**src/rtl/shadow_cfg_pkg.sv**
```systemverilog
package shadow_cfg_pkg;

  // Bit positions inside the control register word
  localparam int CTRL_COMMIT_BIT = 0;
  localparam int CTRL_AUTODIS_BIT = 1;
  localparam int CTRL_CLEAR_BIT = 2;

  // Strobes from the control side to the bank datapath
  typedef struct packed {
    logic load;   // copy whole shadow bank into active bank
    logic clear;  // zero whole shadow bank
  } bankStrobe_t;

endpackage

```
**src/rtl/shadow_commit_ctrl.sv**
```systemverilog
module shadow_commit_ctrl
  import shadow_cfg_pkg::*;
#(
  parameter int ADDR_W = 4,
  parameter int DATA_W = 32,
  parameter int CTRL_ADDR = 8
) (
  input  logic              clk,
  input  logic              rstN,
  input  logic              wrValid,
  input  logic [ADDR_W-1:0] wrAddr,
  input  logic [DATA_W-1:0] wrData,
  input  logic              vblank,
  output bankStrobe_t       strobe,
  output logic              commitPend,
  output logic              autoloadDis
);

  logic ctrlWr;
  logic commitReq;

  assign ctrlWr    = wrValid && (wrAddr == ADDR_W'(CTRL_ADDR));
  assign commitReq = ctrlWr && wrData[CTRL_COMMIT_BIT];

  // A copy happens only on a vblank pulse, and only if a request is
  // already pending or autoload is on.
  assign strobe.load  = vblank && (commitPend || !autoloadDis);
  assign strobe.clear = ctrlWr && wrData[CTRL_CLEAR_BIT];

  always_ff @(posedge clk) begin
    if (!rstN) begin
      commitPend  <= 1'b0;
      autoloadDis <= 1'b1;
    end else begin
      if (ctrlWr) autoloadDis <= wrData[CTRL_AUTODIS_BIT];
      commitPend <= (commitPend && !strobe.load) || commitReq;
    end
  end

  // a pending commit survives every cycle without vblank
  a_r3_commit_held: assert property (@(posedge clk) disable iff (!rstN)
    commitPend && !vblank |=> commitPend);

  // a vblank consumes the pending commit unless a new one arrives
  a_r4_commit_done: assert property (@(posedge clk) disable iff (!rstN)
    commitPend && vblank && !commitReq |=> !commitPend);

  // a request arriving with the pulse does not take that pulse
  a_r11_no_early_take: assert property (@(posedge clk) disable iff (!rstN)
    vblank && !commitPend && autoloadDis |=> !$past(strobe.load));

endmodule

```
**src/rtl/shadow_bank_dp.sv**
```systemverilog
module shadow_bank_dp
  import shadow_cfg_pkg::*;
#(
  parameter int NUM_REGS = 8,
  parameter int DATA_W = 32,
  parameter int ADDR_W = 4
) (
  input  logic                       clk,
  input  logic                       rstN,
  input  logic                       wrValid,
  input  logic [ADDR_W-1:0]          wrAddr,
  input  logic [DATA_W-1:0]          wrData,
  input  bankStrobe_t                strobe,
  input  logic [ADDR_W-1:0]          rdAddr,
  input  logic                       commitPend,
  input  logic                       autoloadDis,
  output logic [DATA_W-1:0]          rdData,
  output logic [NUM_REGS*DATA_W-1:0] activeFlat
);

  localparam int FLAT_W = NUM_REGS * DATA_W;
  localparam int CTRL_ADDR = NUM_REGS;

  logic [DATA_W-1:0] shadowReg [NUM_REGS];
  logic [DATA_W-1:0] activeReg [NUM_REGS];
  logic [FLAT_W-1:0] shadowFlat;

  for (genvar i = 0; i < NUM_REGS; i++) begin : g_reg
    logic hit;
    assign hit = wrValid && (wrAddr == ADDR_W'(i));

    always_ff @(posedge clk) begin
      if (!rstN) begin
        shadowReg[i] <= '0;
      end else if (strobe.clear) begin
        shadowReg[i] <= '0;
      end else if (hit) begin
        shadowReg[i] <= wrData;
      end
    end

    // The active copy takes the pre-edge shadow value
    always_ff @(posedge clk) begin
      if (!rstN) begin
        activeReg[i] <= '0;
      end else if (strobe.load) begin
        activeReg[i] <= shadowReg[i];
      end
    end

    assign activeFlat[i*DATA_W +: DATA_W] = activeReg[i];
    assign shadowFlat[i*DATA_W +: DATA_W] = shadowReg[i];
  end

  always_comb begin
    rdData = '0;
    for (int k = 0; k < NUM_REGS; k++) begin
      if (rdAddr == ADDR_W'(k)) rdData = shadowReg[k];
    end
    if (rdAddr == ADDR_W'(CTRL_ADDR)) begin
      rdData[CTRL_COMMIT_BIT]  = commitPend;
      rdData[CTRL_AUTODIS_BIT] = autoloadDis;
    end
  end

  // the active bank holds whenever no copy is requested
  a_r2_active_hold: assert property (@(posedge clk) disable iff (!rstN)
    !strobe.load |=> $stable(activeFlat));

  // a copy moves the whole pre-edge shadow bank
  a_r4_bank_copy: assert property (@(posedge clk) disable iff (!rstN)
    strobe.load |=> activeFlat == $past(shadowFlat));

  // clear zeroes every shadow register
  a_r8_clear_all: assert property (@(posedge clk) disable iff (!rstN)
    strobe.clear |=> shadowFlat == '0);

endmodule

```
**src/rtl/cfg_shadow_commit.sv**
```systemverilog
module cfg_shadow_commit
  import shadow_cfg_pkg::*;
#(
  parameter int NUM_REGS = 8,
  parameter int DATA_W = 32,
  parameter int ADDR_W = $clog2(NUM_REGS + 1)
) (
  input  logic                       clk,
  input  logic                       rstN,
  input  logic                       wrValid,
  input  logic [ADDR_W-1:0]          wrAddr,
  input  logic [DATA_W-1:0]          wrData,
  input  logic [ADDR_W-1:0]          rdAddr,
  output logic [DATA_W-1:0]          rdData,
  input  logic                       vblank,
  output logic [NUM_REGS*DATA_W-1:0] activeFlat
);

  bankStrobe_t strobe;
  logic        commitPend;
  logic        autoloadDis;

  shadow_commit_ctrl #(
    .ADDR_W(ADDR_W), .DATA_W(DATA_W), .CTRL_ADDR(NUM_REGS)
  ) u_ctrl (
    .clk(clk), .rstN(rstN), .wrValid(wrValid), .wrAddr(wrAddr),
    .wrData(wrData), .vblank(vblank), .strobe(strobe),
    .commitPend(commitPend), .autoloadDis(autoloadDis)
  );

  shadow_bank_dp #(
    .NUM_REGS(NUM_REGS), .DATA_W(DATA_W), .ADDR_W(ADDR_W)
  ) u_dp (
    .clk(clk), .rstN(rstN), .wrValid(wrValid), .wrAddr(wrAddr),
    .wrData(wrData), .strobe(strobe), .rdAddr(rdAddr),
    .commitPend(commitPend), .autoloadDis(autoloadDis),
    .rdData(rdData), .activeFlat(activeFlat)
  );

endmodule

```
**config.mk**
```make
export PLATFORM = sky130hd
export DESIGN_NAME = cfg_shadow_commit
export DESIGN_NICKNAME = d
export VERILOG_FILES = /design/src/rtl/shadow_cfg_pkg.sv /design/src/rtl/shadow_commit_ctrl.sv /design/src/rtl/shadow_bank_dp.sv /design/src/rtl/cfg_shadow_commit.sv
export SDC_FILE = /design/constraint.sdc
export NUM_CORES = 1
export LEC_CHECK = 0
export BUFFER_PORTS_ARGS = -buffer_cell sky130_fd_sc_hd__buf_4
export CAP_MARGIN = 20
export CORE_MARGIN = 3
export CORE_UTILIZATION = 45
export DETAILED_ROUTE_END_ITERATION = 16
export PLACE_DENSITY = 0.64
export SLEW_MARGIN = 10
export SYNTH_ARGS = -nofsm -noshare
export SYNTH_HDL_FRONTEND = slang
export SYNTH_SLANG_ARGS = --single-unit
```
**constraint.sdc**
```tcl
create_clock -name clk -period 23.6 [get_ports clk]
set_clock_uncertainty 0.2 [all_clocks]
set_input_delay 2.36 -clock clk [delete_from_list [all_inputs] [get_ports clk]]
set_output_delay 2.36 -clock clk [all_outputs]
set_load 0.01 [all_outputs]
```
# Yosys cells after proc, flatten, opt, wreduce, memory -nomap -nowiden

Memories as Yosys holds them, arrays and structs flattened.
Cells that the tools add are included.

Output and inout port bits: 288
Logic and storage cells: 135
Bits of input ports: 44
Memory bits (read-only): 0
Memories kept: 2
Latch bits: 0
Register bits: 2
Memory bits (writable): 512

Memories:

| memory         | depth | bits a word | rd ports | clocked after memory_dff | write ports | RTL line             | text |
|---|---|---|---|---|---|---|---|
| u_dp.activeReg | 8     | 32          | 8        | 0                        | 8           | shadow_bank_dp.sv:25 | `logic [DATA_W-1:0] activeReg [NUM_REGS];` |
| u_dp.shadowReg | 8     | 32          | 8        | 0                        | 8           | shadow_bank_dp.sv:24 | `logic [DATA_W-1:0] shadowReg [NUM_REGS];` |

Add/subtract/negate cells: 0
Multiplexer cells: 72
Bitwise gates (word level): 24
$lt $le $gt $ge: 0
Shifts and indexed selects: 0
Div/mod/pow operators: 0
Multiply operators: 0
Equality and inequality tests: 16
Reductions and logical operators: 19

Operator list:

| cell                                          | number |
|---|---|
| two-way mux 32 bit                            | 32 |
| two-way mux 1 bit                             | 39 |
| == test 4 x 3 -> 1 bit, second input constant | 8 |
| bitwise OR 1 bit                              | 24 |
| == test 4 x 2 -> 1 bit, second input constant | 4 |
| logical AND 1 bit                             | 13 |
| == test 4 x 1 -> 1 bit, second input constant | 2 |
| == test 4 bit, second input constant          | 2 |
| logical NOT 4 bit                             | 2 |
| logical NOT 1 bit                             | 2 |
| logical OR 1 bit                              | 2 |
| two-way mux 2 bit                             | 1 |

# Longest topological paths before layout

Word-level depth: 10
Depth in mapped cells: 7
Depth with buffers taken out: 4

# By module

From an unflattened synthesis, not the netlist that was laid out.

Cells, all modules: 1387
Area total of the unflattened synthesis: 21549.4 sq um

Modules (own cells, without submodules):

| module             | instances | sequential area each (sq um) | cells an instance | area each (sq um) |
|---|---|---|---|---|
| shadow_bank_dp     | 1         | 15374.7                      | 1373              | 21439.3 |
| shadow_commit_ctrl | 1         | 40.0                         | 14                | 110.1 |

# Worst setup path before layout

OpenSTA, ideal clock, no wires.

Kind: input to register
Start: input port vblank
End: memory u_dp.activeReg[0][0], enable pin
Stages: 3
Setup slack: 14456 ps
Library setup time: 1969 ps
Path buffers: 1
Arrival: 6976 ps
Path through: o21ai_0 -> clkbuf_1 -> nand2_1

RTL lines:

| element            | RTL line                | text |
|---|---|---|
| start: declaration | cfg_shadow_commit.sv:15 | `input logic vblank,` |
| end: declaration   | shadow_bank_dp.sv:25    |  |

# Final worst setup path

Start: input port rdAddr[0]
End: output port rdData[30]

Longest elaborated chain between the ends: 9

Ends and longest elaborated chain:

| element                          | RTL line                | text |
|---|---|---|
| start: declaration               | cfg_shadow_commit.sv:13 | `input logic [ADDR_W-1:0] rdAddr,` |
| logical NOT 4 bit                | shadow_bank_dp.sv:58    | `if (rdAddr == ADDR_W'(k)) rdData = shadowReg[k];` |
| two-way mux 32 bit (7 in series) | shadow_bank_dp.sv:58    |  |
| two-way mux 32 bit (*)           | shadow_bank_dp.sv:58    |  |
| end: declaration                 | cfg_shadow_commit.sv:14 | `output logic [DATA_W-1:0] rdData,` |

Mark *: on every way between the ends. The rest lies on a longest branch, timed or not.

==> impl_results.md <==
- Startpoint types: input pin
- Crit Path Class: input pin to output pin
- First-pass GRT wire length: 90,560 um
- Port bufs: between 300 and 400
- Area contributors post-synth: edfxtp_1 71%, and2_1 15%, mux2_2 1.9%
- Row count: 79
- Final period utilization: 0.3242
- Die area: 0.05069 mm2
- Arr. time, crit path: 5.09 ns
- GRT overflow: 0
- DR vias: 13,351
- Largest stage delay, worst path: just under 0.6 ns
- DR WL met3: 4935 um
- Final hold vios: 0
- TNS Setup: 0 ns
- Worst endpoint required time: 21.04 ns
- Slew margin rel.: 0.2187
- Fin util: 0.5632
- Top FF cell, synth: edfxtp_1
- Synth Cell Area: 0.02161 mm2
- Flip-flop and latch count after synthesis: just over 500
- Largest net degree at the start of global routing: 103
- Async set or reset register ratio after synthesis: 0
- Net switching power: 0.4598 mW
- Count leader, synth: edfxtp_1
- Syn_nets: 1,523
- Status: finished, final reports clean
- Internal power: 1.558 mW
- Clock slew at reported path FFs: 0.06 ns
- Crit path capture type: output pin
- H-tree lvl count: 2
- Initial antenna violation count: 3
- CTS tree: done
- Die height: ~230 um
- Distinct cells, synth: 46
- Vias in the first global route: 13,394
- Comb power frac: 0.076
- Clock Path Buffers: 3
- HPWL after DPL: roughly 38,000 um
- Die W: 225.2 um
- Synth Warn #: 0
- Max Used Layer: met4
- Final Setup Violations: 0
- CTS Buf Count: 53
- Area growth, synth to finish: 22.36%
- Syn Inst Count: 1,479
- DRC violation count after routing: 0
- Met2 wire length: 30,520 um
- CTS Hold Bufs: 0
- Worst Path Buf+Inv: 4
- Static leakage: between 10 and 15 nW
- Sequential area share after synthesis: 0.7133
- Synth top area share: 0.7114
- WL met1: roughly 26,000 um
- EDFF count, synth: 512
- Drt via density: about 5.5
- Tmin final: approximately 7.7 ns
- List of most frequent post-synthesis cells: 512 x edfxtp_1, 502 x and2_1, 59 x clkbuf_1, 43 x nor2_1, 36 x mux2_2
- Gr usage total: 0.2461
- DRT iter0 DRCs: 1,435
- Sw Share: 0.2279
- VDD IR max: a little under 0.05 mV
- Yosys top cell by area: edfxtp_1
- Crit path top cell by count: buf_4
- Initial Util: 0.4603
- RD Place Congestion: 0.7898
- Clk sinks: 514
- Clock network fraction of total power: 0.391
- Avg WL per Cell: 25.81 um
- Power per standard cell area: approximately 76 mW/mm2
- DR pass1 iterations: 5
- Post-cts resize count: 0
- RSZ-0062 raised after global routing: no
- Nets@finish: 1,840
- Worst slew pin tran: 1.167 ns
- Crit-path leading delay family: buffers and inverters
- Flop pwr share: 0.533
- Worst skew pair latency: 0.60 ns
- I/O pin total: 332
- # Post-CTS Setup Buffers: 0
- Max Clk Rate: around 0.13 GHz
- Final WL: 63,130 um
- CP max FO: 43
- Max Cap Viol: 0
- CTS Root Cell: clkbuf_16
- Core area: 0.04695 mm2
- Max Slew Vio Count: 0
- CP Cell Sequence: buf_4 -> buf_4 -> nand2_1 -> nor3_4 -> buf_4 -> a22o_1 -> buf_4
- DRT antenna net count: 0
- Critical path's slowest cell: buf_4
- Worst min path class: flop to flop
- Layout cells sized above 1: 0.2733
- Syn avg cell area: 14.61 um2
## cells in the final DEF, fill, tap and decap left out, drive strengths merged, types with 3 or more instances in the layout
master | synthesis | final
a22oi | 25 | 25
o211ai | 8 | 8
edfxtp | 512 | 512
nand2 | 20 | 20
clkinv | 0 | 23
o21a | 3 | 3
buf | 34 | 357
o21ai | 44 | 44
a22o | 26 | 26
and3b | 18 | 18
mux2 | 38 | 38
or2 | 3 | 3
nand3 | 3 | 3
nor2b | 25 | 25
nor3 | 16 | 16
inv | 15 | 17
mux2i | 9 | 9
a21oi | 31 | 31
o221ai | 19 | 19
clkbuf | 61 | 68
and2 | 502 | 502
nor2 | 43 | 43
nand2b | 4 | 4
mux4 | 5 | 5
## logic make-up (layout without fill, tap and decap cells)
family | count (synthesis) | in the layout | synth area share
simple gates | 641 | 641 | 0.1820
other cells | 0 | 2 | 0
flops | 514 | 514 | 0.7133
mux | 52 | 52 | 0.02953
buf+inv | 110 | 468 | 0.02420
compound gates | 162 | 162 | 0.05106
## metal layers
metal | GRT usage | up-vias
li1 | - | 5948
met1 | 0.3456 | 6702
met2 | 0.4014 | 609
met3 | 0.04038 | 92
met4 | 0.06909 | 0
met5 | 0 | -
## sequential cells by signal, indices dropped and copies added, names as in the netlist
name                count
u_ctrl.autoloadDis      1
u_dp.activeReg        256
u_ctrl.commitPend       1
u_dp.shadowReg        256
## power by group through the flow
stage          Sequential, mW  Clock, mW  Combinational (mW)
5_1_grt                  1.08      0.839               0.163
3_3_place_gp             1.09          0               0.152
4_1_cts                  1.07      0.799               0.155
6_report                 1.08      0.789               0.154
3_5_place_dp             1.09          0               0.154
2_1_floorplan            1.10          0              0.0623
## worst paths after layout
| kind | from | endpoint | slack [ns] | depth (start not counted) |
|---|---|---|---|---|
| max | rdAddr[0] | rdData[30] | 15.95 | 7 |
| min | u_dp.shadowReg[1][43]$_SDFFCE_PN0P_ | u_dp.activeReg[1][43]$_SDFFCE_PN0P_ | 0.34 | 1 |
| max reg2reg | u_ctrl.autoloadDis$_SDFFE_PN1N_ | u_dp.activeReg[0][16]$_SDFFCE_PN0P_ | 20.39 | 5 |
| min reg2reg | u_dp.shadowReg[1][43]$_SDFFCE_PN0P_ | u_dp.activeReg[1][43]$_SDFFCE_PN0P_ | 0.34 | 1 |
## area by class of cell
class	instances	area [um2]
fillers	3794	20510
flip-flops and latches	514	15410
multi-input cells	855	5867
repair buffers	357	2736
clock buffers	68	1425
well taps	607	759.5
clock inverters	28	180.2
inverters	15	56.30
diodes	2	5.005
## worst reg2reg max path, stage by stage (launching register included)
cell and delay, ns:
dfxtp_1 0.31, inv_1 0.09, o21ai_2 0.09, nand2_4 0.42, buf_4 0.78, buf_4 0.89
## through the flow
| stage | hold WS [ns] | instances | power [mW] | setup WS [ns] | instance area (um2) |
|---|---|---|---|---|---|
| finish | 0.3399 | 2446 | 2.017 | 15.95 | 26440 |
| global route | 0.3630 | 2445 | 2.081 | 15.91 | 26440 |
| CTS | 0.3401 | 2442 | 2.028 | 15.99 | 26410 |
| detailed placement | 0.3255 | 2346 | 1.247 | 16.01 | 24800 |
| global placement | 0.3227 | 2344 | 1.244 | 16.07 | 24750 |
| floorplan | 0.2803 | 1479 | 1.163 | 14.46 | 21610 |
No activity file was read; power rests on OpenSTA's default activity.
